`src/rtl/svr_pkg.sv`:
```
// Package svr_pkg
// Shared types for the selective refresh controller.
// Assumes: nothing beyond standard SystemVerilog.
package svr_pkg;
    // Outcome chosen for the way resolved by the scan in one cycle.
    typedef enum logic [1:0] {
        ACT_NONE = 2'd0,
        ACT_PUSH = 2'd1,
        ACT_WB   = 2'd2,
        ACT_DROP = 2'd3
    } scan_act_e;
endpackage

```
`src/rtl/svr_age_bank.sv`:
```
// Module svr_age_bank
// One saturating age counter per way, advanced by a coarse tick.
// Flags each way as dying (at or above DYING_AGE) and as expired (at RETAIN_AGE).
// Assumes: DYING_AGE < RETAIN_AGE < 2**AGE_W; a clear wins over a tick.
module svr_age_bank #(
    parameter int NUM_WAYS   = 16,
    parameter int AGE_W      = 4,
    parameter int DYING_AGE  = 12,
    parameter int RETAIN_AGE = 15
) (
    input  logic                clk,
    input  logic                rst_n,
    input  logic                tick,
    input  logic [NUM_WAYS-1:0] valid,
    input  logic [NUM_WAYS-1:0] clr,
    output logic [NUM_WAYS-1:0] dying,
    output logic [NUM_WAYS-1:0] expired
);
    localparam logic [AGE_W-1:0] DYING_V  = AGE_W'(DYING_AGE);
    localparam logic [AGE_W-1:0] RETAIN_V = AGE_W'(RETAIN_AGE);

    for (genvar w = 0; w < NUM_WAYS; w++) begin : g_way
        logic [AGE_W-1:0] age_q;

        // Count ticks on a valid way, saturating at the retention limit.
        always_ff @(posedge clk) begin
            if (!rst_n)
                age_q <= '0;
            else if (clr[w])
                age_q <= '0;
            else if (tick && valid[w] && age_q < RETAIN_V)
                age_q <= age_q + 1'b1;
        end

        assign dying[w]   = (age_q >= DYING_V);
        assign expired[w] = (age_q >= RETAIN_V);
    end
endmodule

```
`src/rtl/svr_recency.sv`:
```
// Module svr_recency
// Keeps a recency position per way (0 = most recent) and flags the ways
// whose position is within the top MRU_SLOTS.
// Assumes: NUM_WAYS is a power of two; positions stay a permutation.
module svr_recency #(
    parameter int NUM_WAYS  = 16,
    parameter int MRU_SLOTS = 4,
    localparam int WAY_W    = $clog2(NUM_WAYS)
) (
    input  logic                clk,
    input  logic                rst_n,
    input  logic                touch,
    input  logic [WAY_W-1:0]    touch_way,
    output logic [NUM_WAYS-1:0] mru
);
    logic [WAY_W-1:0] rank_q [NUM_WAYS];

    for (genvar w = 0; w < NUM_WAYS; w++) begin : g_way
        // Promote the touched way and push back the ways ahead of it.
        always_ff @(posedge clk) begin
            if (!rst_n)
                rank_q[w] <= WAY_W'(w);
            else if (touch) begin
                if (touch_way == WAY_W'(w))
                    rank_q[w] <= '0;
                else if (rank_q[w] < rank_q[touch_way])
                    rank_q[w] <= rank_q[w] + 1'b1;
            end
        end

        assign mru[w] = (32'(rank_q[w]) < MRU_SLOTS);
    end
endmodule

```
`src/rtl/svr_refresh_fifo.sv`:
```
// Module svr_refresh_fifo
// Holding queue for ways awaiting a rewrite. Each entry carries a live bit.
// A cancel clears the live bit of every entry holding that way, and a dead
// entry is later popped without causing a rewrite.
// Assumes: no push when full, no pop when empty.
module svr_refresh_fifo #(
    parameter int NUM_WAYS = 16,
    parameter int DEPTH    = 4,
    localparam int WAY_W   = $clog2(NUM_WAYS),
    localparam int PTR_W   = (DEPTH > 1) ? $clog2(DEPTH) : 1,
    localparam int CNT_W   = $clog2(DEPTH + 1)
) (
    input  logic             clk,
    input  logic             rst_n,
    input  logic             push,
    input  logic [WAY_W-1:0] push_way,
    input  logic             pop,
    input  logic             cancel,
    input  logic [WAY_W-1:0] cancel_way,
    output logic             full,
    output logic             head_valid,
    output logic             head_live,
    output logic [WAY_W-1:0] head_way
);
    localparam logic [PTR_W-1:0] LAST = PTR_W'(DEPTH - 1);

    logic [WAY_W-1:0] way_q  [DEPTH];
    logic             live_q [DEPTH];
    logic [PTR_W-1:0] rd_q, wr_q;
    logic [CNT_W-1:0] cnt_q;

    for (genvar e = 0; e < DEPTH; e++) begin : g_ent
        // Store a pushed way, or revoke the entry on a matching cancel.
        always_ff @(posedge clk) begin
            if (!rst_n) begin
                way_q[e]  <= '0;
                live_q[e] <= 1'b0;
            end else if (push && wr_q == PTR_W'(e)) begin
                way_q[e]  <= push_way;
                live_q[e] <= 1'b1;
            end else if (cancel && way_q[e] == cancel_way)
                live_q[e] <= 1'b0;
        end
    end

    // Advance pointers and occupancy.
    always_ff @(posedge clk) begin
        if (!rst_n) begin
            rd_q  <= '0;
            wr_q  <= '0;
            cnt_q <= '0;
        end else begin
            if (push) wr_q <= (wr_q == LAST) ? '0 : wr_q + 1'b1;
            if (pop)  rd_q <= (rd_q == LAST) ? '0 : rd_q + 1'b1;
            if (push && !pop)      cnt_q <= cnt_q + 1'b1;
            else if (pop && !push) cnt_q <= cnt_q - 1'b1;
        end
    end

    assign full       = (cnt_q == CNT_W'(DEPTH));
    assign head_valid = (cnt_q != '0);
    assign head_live  = live_q[rd_q];
    assign head_way   = way_q[rd_q];
endmodule

```
`src/rtl/svr_refresh_ctrl.sv`:
```
// Module svr_refresh_ctrl
// Selective refresh controller for one set of a short-retention cache.
// Tracks validity, dirtiness and age per way. Resolves one dying way per idle
// cycle: important ways are queued for a rewrite, and dirty ways that cannot
// be saved are written back to memory. Expired ways are released.
// Assumes: a hit is only presented for a valid way; demand accesses take
// priority over the scan and over copy-back from the queue.
module svr_refresh_ctrl
    import svr_pkg::*;
#(
    parameter int NUM_WAYS       = 16,
    parameter int MRU_SLOTS      = 4,
    parameter int AGE_W          = 4,
    parameter int DYING_AGE      = 12,
    parameter int RETAIN_AGE     = 15,
    parameter int BUF_DEPTH      = 4,
    parameter int REWRITE_CYCLES = 6,
    localparam int WAY_W         = $clog2(NUM_WAYS)
) (
    input  logic                clk,
    input  logic                rst_n,
    input  logic                acc_valid,
    input  logic [WAY_W-1:0]    acc_way,
    input  logic                acc_write,
    input  logic                acc_hit,
    input  logic                tick,
    output logic                rw_start,
    output logic [WAY_W-1:0]    rw_way,
    output logic                rw_busy,
    output logic                wb_valid,
    output logic [WAY_W-1:0]    wb_way,
    output logic [NUM_WAYS-1:0] valid_mask,
    output logic [NUM_WAYS-1:0] dirty_mask
);
    localparam int RW_W = $clog2(REWRITE_CYCLES + 1);

    logic [NUM_WAYS-1:0] valid_q, dirty_q, pend_q, done_q;
    logic [NUM_WAYS-1:0] dying, expired, mru, clr_vec, eligible, expire_vec;
    logic [RW_W-1:0]     rw_cnt_q;
    logic                acc_wr, fifo_full, head_valid, head_live;
    logic                cb_pop, rw_go, sel_found;
    logic [WAY_W-1:0]    head_way, sel_way;
    scan_act_e           act;

    assign acc_wr = acc_valid && acc_write;

    svr_age_bank #(
        .NUM_WAYS(NUM_WAYS), .AGE_W(AGE_W),
        .DYING_AGE(DYING_AGE), .RETAIN_AGE(RETAIN_AGE)
    ) u_age (
        .clk(clk), .rst_n(rst_n), .tick(tick), .valid(valid_q),
        .clr(clr_vec), .dying(dying), .expired(expired)
    );

    svr_recency #(.NUM_WAYS(NUM_WAYS), .MRU_SLOTS(MRU_SLOTS)) u_rec (
        .clk(clk), .rst_n(rst_n), .touch(acc_valid),
        .touch_way(acc_way), .mru(mru)
    );

    svr_refresh_fifo #(.NUM_WAYS(NUM_WAYS), .DEPTH(BUF_DEPTH)) u_buf (
        .clk(clk), .rst_n(rst_n),
        .push(act == ACT_PUSH), .push_way(sel_way),
        .pop(cb_pop), .cancel(acc_wr), .cancel_way(acc_way),
        .full(fifo_full), .head_valid(head_valid),
        .head_live(head_live), .head_way(head_way)
    );

    assign eligible   = valid_q & dying & ~expired & ~pend_q & ~done_q;
    assign expire_vec = valid_q & expired & ~pend_q;

    // Copy-back: drop dead heads freely; start a live one when the port frees up.
    assign cb_pop = head_valid && !acc_wr && (!head_live || rw_cnt_q <= RW_W'(1));
    assign rw_go  = cb_pop && head_live;

    // Ages restart on writes into the array: demand writes, fills, rewrites.
    always_comb begin
        clr_vec = '0;
        if (acc_valid && (acc_write || !acc_hit)) clr_vec[acc_way] = 1'b1;
        if (rw_go) clr_vec[head_way] = 1'b1;
    end

    // Pick the lowest-numbered eligible way and decide its outcome.
    always_comb begin
        sel_found = 1'b0;
        sel_way   = '0;
        for (int i = NUM_WAYS - 1; i >= 0; i--) begin
            if (eligible[i]) begin
                sel_found = 1'b1;
                sel_way   = WAY_W'(i);
            end
        end
        act = ACT_NONE;
        if (sel_found && !acc_valid) begin
            if (mru[sel_way] && !fifo_full)
                act = ACT_PUSH;
            else
                act = dirty_q[sel_way] ? ACT_WB : ACT_DROP;
        end
    end

    // Per-way state: expiry, scan outcome, copy-back, then demand access.
    always_ff @(posedge clk) begin
        if (!rst_n) begin
            valid_q <= '0;
            dirty_q <= '0;
            pend_q  <= '0;
            done_q  <= '0;
        end else begin
            for (int i = 0; i < NUM_WAYS; i++) begin
                if (expire_vec[i]) begin
                    valid_q[i] <= 1'b0;
                    dirty_q[i] <= 1'b0;
                end
                if (expire_vec[i] || clr_vec[i]) done_q[i] <= 1'b0;
            end
            case (act)
                ACT_PUSH: pend_q[sel_way] <= 1'b1;
                ACT_WB: begin
                    dirty_q[sel_way] <= 1'b0;
                    done_q[sel_way]  <= 1'b1;
                end
                ACT_DROP: done_q[sel_way] <= 1'b1;
                default: ;
            endcase
            if (rw_go) pend_q[head_way] <= 1'b0;
            if (acc_valid) begin
                valid_q[acc_way] <= 1'b1;
                if (acc_write) begin
                    dirty_q[acc_way] <= 1'b1;
                    pend_q[acc_way]  <= 1'b0;
                end else if (!acc_hit)
                    dirty_q[acc_way] <= 1'b0;
            end
        end
    end

    // Rewrite port occupancy counter.
    always_ff @(posedge clk) begin
        if (!rst_n)
            rw_cnt_q <= '0;
        else if (rw_go)
            rw_cnt_q <= RW_W'(REWRITE_CYCLES);
        else if (rw_cnt_q != '0)
            rw_cnt_q <= rw_cnt_q - 1'b1;
    end

    // Registered request pulses towards the array and memory.
    always_ff @(posedge clk) begin
        if (!rst_n) begin
            rw_start <= 1'b0;
            rw_way   <= '0;
            wb_valid <= 1'b0;
            wb_way   <= '0;
        end else begin
            rw_start <= rw_go;
            if (rw_go) rw_way <= head_way;
            wb_valid <= (act == ACT_WB);
            if (act == ACT_WB) wb_way <= sel_way;
        end
    end

    assign rw_busy    = (rw_cnt_q != '0);
    assign valid_mask = valid_q;
    assign dirty_mask = dirty_q;
endmodule

```
`config.mk`:
```
export PLATFORM = sky130hd
export DESIGN_NAME = svr_refresh_ctrl
export DESIGN_NICKNAME = d
export VERILOG_FILES = /design/src/rtl/svr_pkg.sv /design/src/rtl/svr_age_bank.sv /design/src/rtl/svr_recency.sv /design/src/rtl/svr_refresh_fifo.sv /design/src/rtl/svr_refresh_ctrl.sv
export SDC_FILE = /design/constraint.sdc
export NUM_CORES = 1
export LEC_CHECK = 0
export BUFFER_PORTS_ARGS = -buffer_cell sky130_fd_sc_hd__buf_4
export CORE_MARGIN = 1.5
export CORE_UTILIZATION = 55
export CTS_BUF_LIST = sky130_fd_sc_hd__clkbuf_4 sky130_fd_sc_hd__clkbuf_8
export CTS_CLUSTER_SIZE = 30
export DETAILED_ROUTE_END_ITERATION = 12
export GPL_TIMING_DRIVEN = 0
export MAX_ROUTING_LAYER = met4
export PLACE_DENSITY = 0.82
export SLEW_MARGIN = 20
export SYNTH_ARGS = -nofsm -noshare
export SYNTH_HDL_FRONTEND = slang
export SYNTH_SLANG_ARGS = --single-unit
```
`constraint.sdc`:
```
create_clock -name clk -period 6.56 [get_ports clk]
set_input_delay 1.968 -clock clk [delete_from_list [all_inputs] [get_ports clk]]
set_output_delay 1.968 -clock clk [all_outputs]
set_load 0.05 [all_outputs]
```
* Word-level counts from Yosys, hierarchy flattened
Memories as Yosys holds them, arrays and structs flattened. A register that Yosys moved wholly into a read port is not among the register bits. Index checks and enable logic that the tools add are counted.
Storage, ports and cells: register bits after elaboration 148, memory bits (writable) 84, input bits 10, output and inout port bits 43, word-level logic and storage cells 733, memories kept 3
Memories:
- u_rec.rank_q | depth 16, bits a word 4, read ports 17, clocked after Yosys merged registers in 0, wr ports 16, line svr_recency.sv:16 | logic [WAY_W-1:0] rank_q [NUM_WAYS];
- u_buf.way_q | depth 4, bits a word 4, read ports 5, clocked after Yosys merged registers in 1, wr ports 4, line svr_refresh_fifo.sv:27 | logic [WAY_W-1:0] way_q [DEPTH];
- u_buf.live_q | depth 4, bits a word 1, read ports 1, clocked after Yosys merged registers in 1, wr ports 4, line svr_refresh_fifo.sv:28 | logic live_q [DEPTH];
Cells by class: add/sub/neg operators 37, magnitude comparators 87, equality and inequality tests 27, muxes and demuxes 383, bitwise gates (word level) 66, reductions and logical operators 101
Operator list (count):
- $mux W1 | 299
- $mux W16 | 15
- $mux W4 | 52
- $and A16 B16 Y16 | 10
- $add A4 B1 Y4 const B | 32
- $ge A4 B4 Y1 const B | 32
- $not A16 Y16 | 6
- $or A16 B16 Y16 | 5
- $lt A4 B3 Y1 const B | 16
- $lt A4 B4 Y1 | 16
- $lt A4 B4 Y1 const B | 16
- $logic_and A1 B1 Y1 | 52
- $or A1 B1 Y1 | 44
- $reduce_or A2 Y1 | 18
- $eq A4 B4 Y1 const B | 8
- $logic_or A1 B1 Y1 | 18
- $eq A4 B3 Y1 const B | 4
- $eq A4 B4 Y1 | 4
- $mux W2 | 8
- $lt A4 B5 Y1 const B | 3
- $demux W1 S4 | 3
- $ge A4 B1 Y1 const B | 3
- $mux W3 | 4
- $eq A2 B2 Y1 const B | 5
- other kinds (15) | 28

* Longest topological paths before layout
Gate-level depths: netlist of the first run.
depth in word-level cells 35, mapped depth 18, depth with buffers taken out 15

* Cells and area by module
A second synthesis of the first run with hierarchy kept.
Unflattened totals: cell total of the unflattened synthesis 1643, area total of the unflattened synthesis 14716.6 µm²
By module, submodules not included:
- svr_recency | instances 1, cells each 541, area an instance 5446.5 µm², seq. area each 1921.8 µm²
- svr_refresh_ctrl | instances 1, cells each 591, area an instance 4494.3 µm², seq. area each 1541.5 µm²
- svr_age_bank | instances 1, cells each 389, area an instance 3276.9 µm², seq. area each 1281.2 µm²
- svr_refresh_fifo | instances 1, cells each 122, area an instance 1498.9 µm², seq. area each 770.7 µm²

* Least setup slack after synthesis of the first run
Ideal clock, no wire load.
path kind input-to-reg, start point in acc_way[0], end point mem u_rec.rank_q[15][0] (netlist name), enable pin, library setup time 0.308 ns, data arrival time 5.700 ns, required time 6.252 ns, slack 0.553 ns, cell stages on the path 12, path buffers 2, cell sequence clkbuf_1 -> buf_1 -> mux4_2 -> mux4_2 -> inv_1 -> ha_1 -> o21ai_0 -> nand2b_1 -> a21oi_1 -> nor2b_1 -> a2111oi_0 -> or3_1
RTL lines:
- from (decl) | line svr_refresh_ctrl.sv:23 | input logic [WAY_W-1:0] acc_way,
- to (decl) | line svr_recency.sv:16

==> summary.txt, run 1 <==
STA
  • Final min period: 6.315 ns
  • Fin. Hold Viols: 0
  • Fin crit share: 96.27%
  • Final WS setup: 0.2447 ns
  • Final Max Tran Viols: 0
  • Setup repair after global routing missed its margin: false
  • Rel. slew slack: 31.56%
  • Setup violators final: 0
  • Worst-Margin Slew: 1.019 ns
  • Fmax: between 150 and 200 MHz
  • Hold_ws: 0.4501 ns
  • Clock Skew: 0.01550 ns

Setup path
  • CP Class: input pin to flip-flop
  • CP max-delay cell: a2111oi_1
  • CP most frequent cell: mux4_2
  • Crit path largest cell delay: 0.85 ns
  • CP endpoint kind: flip-flop
  • CP startpoint kind: input pin
  • Crit path max fanout: 16
  • CP arrival: 6.56 ns
  • WP buf/inv: 4
  • Cells along the critical path: buf_4, clkbuf_1, buf_1, mux4_2, mux4_2, inv_1, ha_1, a21oi_1, nor2b_1, a2111oi_1, or3_1
  • Critical Path RT: 6.81 ns
  • Top delay family on crit path: buffers and inverters

Routing
  • Number of DRC markers in iteration 0: 1598
  • Vias per cell: approximately 6.7
  • Antenna viol nets, final: 0
  • Vias: 12520
  • Met1 WL: 17570 um
  • Wire per inst: 23.01 um
  • Met3 wire length: 4506 um
  • DR top layer: met4
  • Residual DRC: 0
  • DRT Pass-1 Iters: 6
  • WL final: 43070 um
  • WL met2: approximately 19000 um

Global routing
  • Vias in the first global route: 11710
  • Total GRT Usage: about a third
  • First-pass GRT wire length: 66630 um
  • Largest net degree at the start of global routing: 17
  • GRT overflow: 0
  • Initial antenna violation count: 1

Run status
  • Status: finished, final reports clean

Synth
  • Synth top area share: 22.25%
  • Synth Flop Type: dfxtp_1
  • Seq/Total Area, Yosys: 40.59%
  • Synthesized area per cell: 9.515 um^2
  • Total of warnings raised by yosys: 0
  • Largest area contributor in the netlist: dfxtp_1
  • Post-synth EDFFs: 83
  • Synth unique cells: 75
  • Synth Net Count: 1527
  • Ranking of synthesized cells by area: dfxtp_1 (22%), edfxtp_1 (18%), ha_1 (8.1%)
  • Mapped Cells: about 1400
  • Synth Cell Area: ~14000 um^2
  • Post-synth ARST share: 0%
  • Seq cells post-synth: approximately 230

Placement
  • GP Congestion: 1.043
  • Placed Area: 14350 um^2
  • Inst Count DP: 1800
  • Pre-CTS setup slack: -0.6606 ns
  • # port buffers: 48
  • Post-DP HPWL: ~32000 um

Power
  • Pwr Density: around 230 nW/um^2
  • Psw: 1.000 mW
  • Int Power: approximately 2.5 mW
  • Final total power: 3.517 mW
  • Comb power frac: 14.4%
  • Clock network power share: 38.9%
  • Sw Ratio: between 20 and 30%
  • Leak: 5.566 nW
  • Sequential Power Share: 46.6%
  • Worst ir drop on vdd: between 200 and 250 uV

Clock network
  • CTS buffer count: 40
  • CTS tree: yes
  • Worst skew pair latency: 0.55 ns
  • Resized cells post-CTS: 2
  • Reg clk slew, reported paths: 0.06 ns
  • Max H-tree Level: 2
  • CTS root buf: clkbuf_8
  • Post-CTS Setup Inserts: 0
  • CTS sink cnt: 234
  • Cts hold-fix bufs: 0
  • CTS Buffer Depth: 3

Die
  • Initial Util: about 56%
  • FP Rows: 57
  • Core area: roughly 24000 um^2
  • Die Y: 160.2 um
  • Ports: 53
  • Die width: approximately 160 um
  • Die area: 25660 um^2

Final layout
  • Area of the multi-input gates: around 7800 um^2
  • Final #Nets: 1617
  • Inserted Diodes: 0
  • Area delta synth->final: 11.78%
  • Non-filler instance count after layout: 1872
  • Post-route cell area: 15190 um^2
  • FF+latch area: around 5500 um^2
  • Layout cells sized above 1: 10.79%
  • Fill cell count: 2024

Flow run
  • Max cap viols: 0

Worst hold path
  • HP Class: flip-flop to flip-flop
==> placed cells by master (no fill, tap or decap), types with 5 or more instances in the layout <==
cell       instances
a21oi_1           77
nor3_1            17
a22oi_1           26
inv_1             19
a32oi_1            5
or3_1              7
xor2_1            39
clkbuf_8          48
clkbuf_4          16
mux2i_1           27
a22o_1             6
a31oi_1           49
o21a_1            26
o2111ai_1         21
buf_4             50
edfxtp_1          83
ha_1              88
buf_2              6
a211oi_1          30
mux4_2            24
nor2_1           175
nor2b_1           28
buf_1              7
nand4_1           57
o21ai_0           28
and3_1            16
clkbuf_1          43
nand2_1          124
nand2b_1           8
dfxtp_1          151
nand3_1           56
o2111a_1           8
o211ai_1          15
xnor2_1           44
nor3b_1           17
and2_1            28
==> worst paths after layout <==
kind	start	to	slack (ns)	cells after the start
setup / recovery	acc_way[0]	u_rec.rank_q[13][1]	0.24	11
hold reg to reg	pend_q[0]	pend_q[0]	0.45	2
hold / removal	pend_q[0]	pend_q[0]	0.45	2
setup reg to reg	u_age.g_way[5].age_q[0]	u_buf.cnt_q[2]	1.50	17
==> state kept, by name, indices dropped and copies added, names as in the netlist, named ones only <==
register           count
u_age.g_way.age_q     64
u_rec.rank_q          64
dirty_mask            16
done_q                16
pend_q                16
u_buf.way_q           16
valid_mask            16
rw_way                 4
u_buf.live_q           4
wb_way                 4
rw_cnt_q               3
u_buf.cnt_q            3
u_buf.rd_q             2
u_buf.wr_q             2
rw_start               1
wb_valid               1
==> power groups by stage <==
stage          clock [mW]  combinational (mW)  sequential [mW]
2_1_floorplan           0               0.349             1.66
3_3_place_gp            0               0.471             1.66
3_5_place_dp            0               0.490             1.67
4_1_cts              1.38               0.495             1.64
5_1_grt              1.43               0.559             1.65
6_report             1.37               0.508             1.64
==> area by class of cell <==
cell class                      instances  share of cell area [%]
Multi-Input combinational cell       1113                   51.08
Sequential cell                       234                   36.31
Inverter                               20                  0.4943
Timing Repair Buffer                   48                   2.373
Clock inverter                          8                  0.2636
Tap cell                              324                   2.669
Clock buffer                           64                   5.140
Buffer                                 61                   1.672
==> logic make-up after synthesis <==
group	share of synthesized area [%]
and+or+nand+nor	19.95
AOI/OAI and AO/OA	17.40
DFF	40.59
adders and majority gates	8.250
xor gates and xnor gates	5.350
buffers and inverters	2.403
muxes	6.050
==> synthesized netlist by cell type, drive strengths merged (6+ instances only) <==
cell type and number:
nor3 18, nand4 57, or3 7, nand2b 8, clkbuf 43, o2111a 8, xor2 39, and2 29
mux4 24, buf 18, nor2 175, nor3b 17, a31oi 49, edfxtp 83, a211oi 30, o21a 26
nor2b 28, ha 88, dfxtp 151, a22oi 26, o21ai 30, o211ai 15, nand2 124, o2111ai 21
mux2i 27, nand3 56, inv 19, a21oi 78, xnor2 44, a2111oi 6, and3 16, a22o 6
==> through the flow <==
stage               setup TNS [ns]  utilization [%]
floorplan                        0                -
global placement            -15.36            59.20
detailed placement          -19.13            59.20
CTS                              0            62.59
global route                     0            62.64
finish                           0            62.64
==> worst min-delay path, stage by stage (launching register included) <==
cell,delay (ns)
dfxtp_1,0.31
nand2_1,0.05
nand2_1,0.04
==> layer usage <==
metal / up-vias / track usage [%]
met3: 129 / 6.442
met4: 0 / 15.25
met1: 5996 / 45.74
met5: - / -
li1: 5596 / -
met2: 795 / 51.34
Power figures use the tool's default switching activity.
==> inputs of run 2 (changes only) <==
==> constraint.sdc (replaced) <==
create_clock -name clk -period 7.8 [get_ports clk]
set_input_delay 2.34 -clock clk [delete_from_list [all_inputs] [get_ports clk]]
set_output_delay 2.34 -clock clk [all_outputs]
set_load 0.05 [all_outputs]
==> run 2 against run 1 <==
  * Count of clock-buffer cells in the layout did not move
  * Via count increased by 0.31%
  * Sequential cell count stayed put
  * Combinational power fell by 16%
  * Final cell count did not move
  * Die area stayed put
==> summary.txt, run 2 (synthesis results as in run 1) <==
Run status
  • Status: finished, final reports clean

Setup path
  • Crit path max fanout: 16 (unchanged)
  • CP arrival: 7.20 ns (+0.64 ns)
  • Crit path largest cell delay: 0.89 ns (+0.04 ns)
  • Cells along the critical path: buf_4, buf_2, buf_1, buf_1, mux4_2, mux4_2, inv_1, ha_1, o21ai_0, nand2b_1, a21oi_1, nor2b_1, a2111oi_0, or3_1
  • Critical Path RT: 8.05 ns (+1.24 ns)
  • CP endpoint kind: flip-flop
  • CP Class: input pin to flip-flop
  • CP max-delay cell: a2111oi_0
  • CP startpoint kind: input pin

Global routing
  • Total GRT Usage: 34.45% (unchanged)
  • Initial antenna violation count: 1 (unchanged)
  • First-pass GRT wire length: 66630 um (unchanged)
  • GRT overflow: 0 (unchanged)
  • Vias in the first global route: 11710 (-0.017%)
  • Largest net degree at the start of global routing: 17 (unchanged)

Die
  • Core area: 24250 um^2 (unchanged)
  • Initial Util: 56.04% (unchanged)
  • Ports: 53 (unchanged)
  • FP Rows: 57 (unchanged)
  • Die area: 25660 um^2 (unchanged)
  • Die width: 160.2 um (unchanged)
  • Die Y: 160.2 um (unchanged)

Clock network
  • Cts hold-fix bufs: 0 (unchanged)
  • CTS buffer count: 40 (unchanged)
  • Worst skew pair latency: 0.55 ns (about the same)
  • Resized cells post-CTS: 0 (-2)
  • Reg clk slew, reported paths: 0.07 ns (about the same)
  • CTS Buffer Depth: 3 (unchanged)
  • CTS sink cnt: 234 (unchanged)
  • Post-CTS Setup Inserts: 0 (unchanged)
  • Max H-tree Level: 2 (unchanged)
  • CTS tree: yes
  • CTS root buf: clkbuf_8

STA
  • Setup repair after global routing missed its margin: false
  • Clock Skew: 0.02212 ns (+0.006616 ns)
  • Fin crit share: 89.15%
  • Final min period: 6.953 ns
  • Final WS setup: 0.8465 ns (+0.6018 ns)
  • Fmax: 143.8 MHz
  • Setup violators final: 0 (unchanged)
  • Final setup TNS: 0 ns (unchanged)
  • Fin. Hold Viols: 0 (unchanged)
  • Worst-Margin Slew: 1.031 ns (+0.01181 ns)
  • Rel. slew slack: 29.52% (-2.0 points)
  • Final Max Tran Viols: 0 (unchanged)

Routing
  • Vias per cell: 6.707 (+0.31%)
  • Vias: 12560 (+0.31%)
  • Antenna viol nets, final: 0 (unchanged)
  • Wire per inst: 22.98 um (-0.13%)
  • Residual DRC: 0 (unchanged)
  • WL final: 43020 um (-0.13%)
  • Number of DRC markers in iteration 0: 1623 (+1.6%)
  • DRT Pass-1 Iters: 6 (unchanged)

Placement
  • # port buffers: 48 (unchanged)
  • Post-DP HPWL: 32140 um (unchanged)
  • Pre-CTS setup slack: 0.2074 ns (+0.8680 ns)
  • GP Congestion: 1.043 (unchanged)

Final layout
  • Most frequent cells in the layout: nor2_1 (175), dfxtp_1 (151), nand2_1 (124)
  • Largest regs: u_age.g_way.age_q: 64 flops, u_rec.rank_q: 64 flops
  • Area delta synth->final: 11.71% (about the same)
  • Inserted Diodes: 0 (unchanged)
  • Final #Nets: 1617 (unchanged)
  • Layout cells sized above 1: 10.59% (-0.19 points)
  • Most common cell after layout, fill and taps aside: nor2_1

Flow run
  • Max cap viols: 0 (unchanged)

Power
  • Leak: 5.559 nW (-0.12%)
  • Pwr Density: 194.6 nW/um^2 (-16%)
  • Worst ir drop on vdd: 173.7 uV (-16%)

Worst hold path
  • HP Class: flip-flop to flip-flop
[run 2: cell count changes in the layout (fill, tap and decap cells not counted), sizes merged]
cell,previous run,this run
clkbuf,109,107
buf,64,66
[run 2: final cells by class]
| class | count | area (um^2) |
|---|---|---|
| Fill cell | 2024 | 9069 |
| Multi-Input combinational cell | 1113 | 7751 |
| Sequential cell | 234 | 5515 |
| Clock buffer | 64 | 780.7 |
| Tap cell | 324 | 405.4 |
| Timing Repair Buffer | 48 | 360.3 |
| Buffer | 61 | 251.5 |
| Inverter | 20 | 75.07 |
| Clock inverter | 8 | 40.04 |
[run 2: stage by stage]
step / cells / hold slack (ns) / area [um^2] / power [mW] / utilization, %
floorplan: 1428 / 0.4228 / 13590 / 1.686 / -
global placement: 1800 / 0.4381 / 14350 / 1.796 / 59.20
detailed placement: 1800 / 0.4399 / 14350 / 1.815 / 59.20
CTS: 1872 / 0.4494 / 15170 / 2.951 / 62.58
global route: 1872 / 0.4715 / 15180 / 3.059 / 62.60
finish: 1872 / 0.4510 / 15180 / 2.954 / 62.60
[run 2: critical path, delay by kind of cell]
family | cells | cell delay [ns]
fa+ha+maj | 1 | 0.35
simple gates | 3 | 0.44
buf+inv | 5 | 2.02
compound gates | 3 | 1.11
mux | 2 | 0.92
[run 2: final timing paths]
check             slack [ns]            endpoint  cells after the start               startpoint
setup / recovery        0.85  u_rec.rank_q[9][2]                     14               acc_way[1]
hold / removal          0.45           pend_q[0]                      2                pend_q[0]
setup reg to reg        2.68      u_buf.cnt_q[2]                     17  u_age.g_way[5].age_q[0]
hold reg to reg         0.45           pend_q[0]                      2                pend_q[0]
[run 2: layer usage]
layer | wire length [um] | vias to the layer above | GRT usage [%]
met5 | 0 | - | -
met4 | 1961 | 0 | 15.25
li1 | - | 5592 | -
met3 | 4955 | 145 | 6.442
met1 | 17080 | 6002 | 45.74
met2 | 19020 | 816 | 51.34
[run 2: where the power goes]
group | switching, mW | total [mW] | internal [mW]
registers | 0.0604 | 1.38 | 1.32
logic | 0.261 | 0.425 | 0.163
clock network | 0.516 | 1.15 | 0.635
total | 0.838 | 2.95 | 2.12
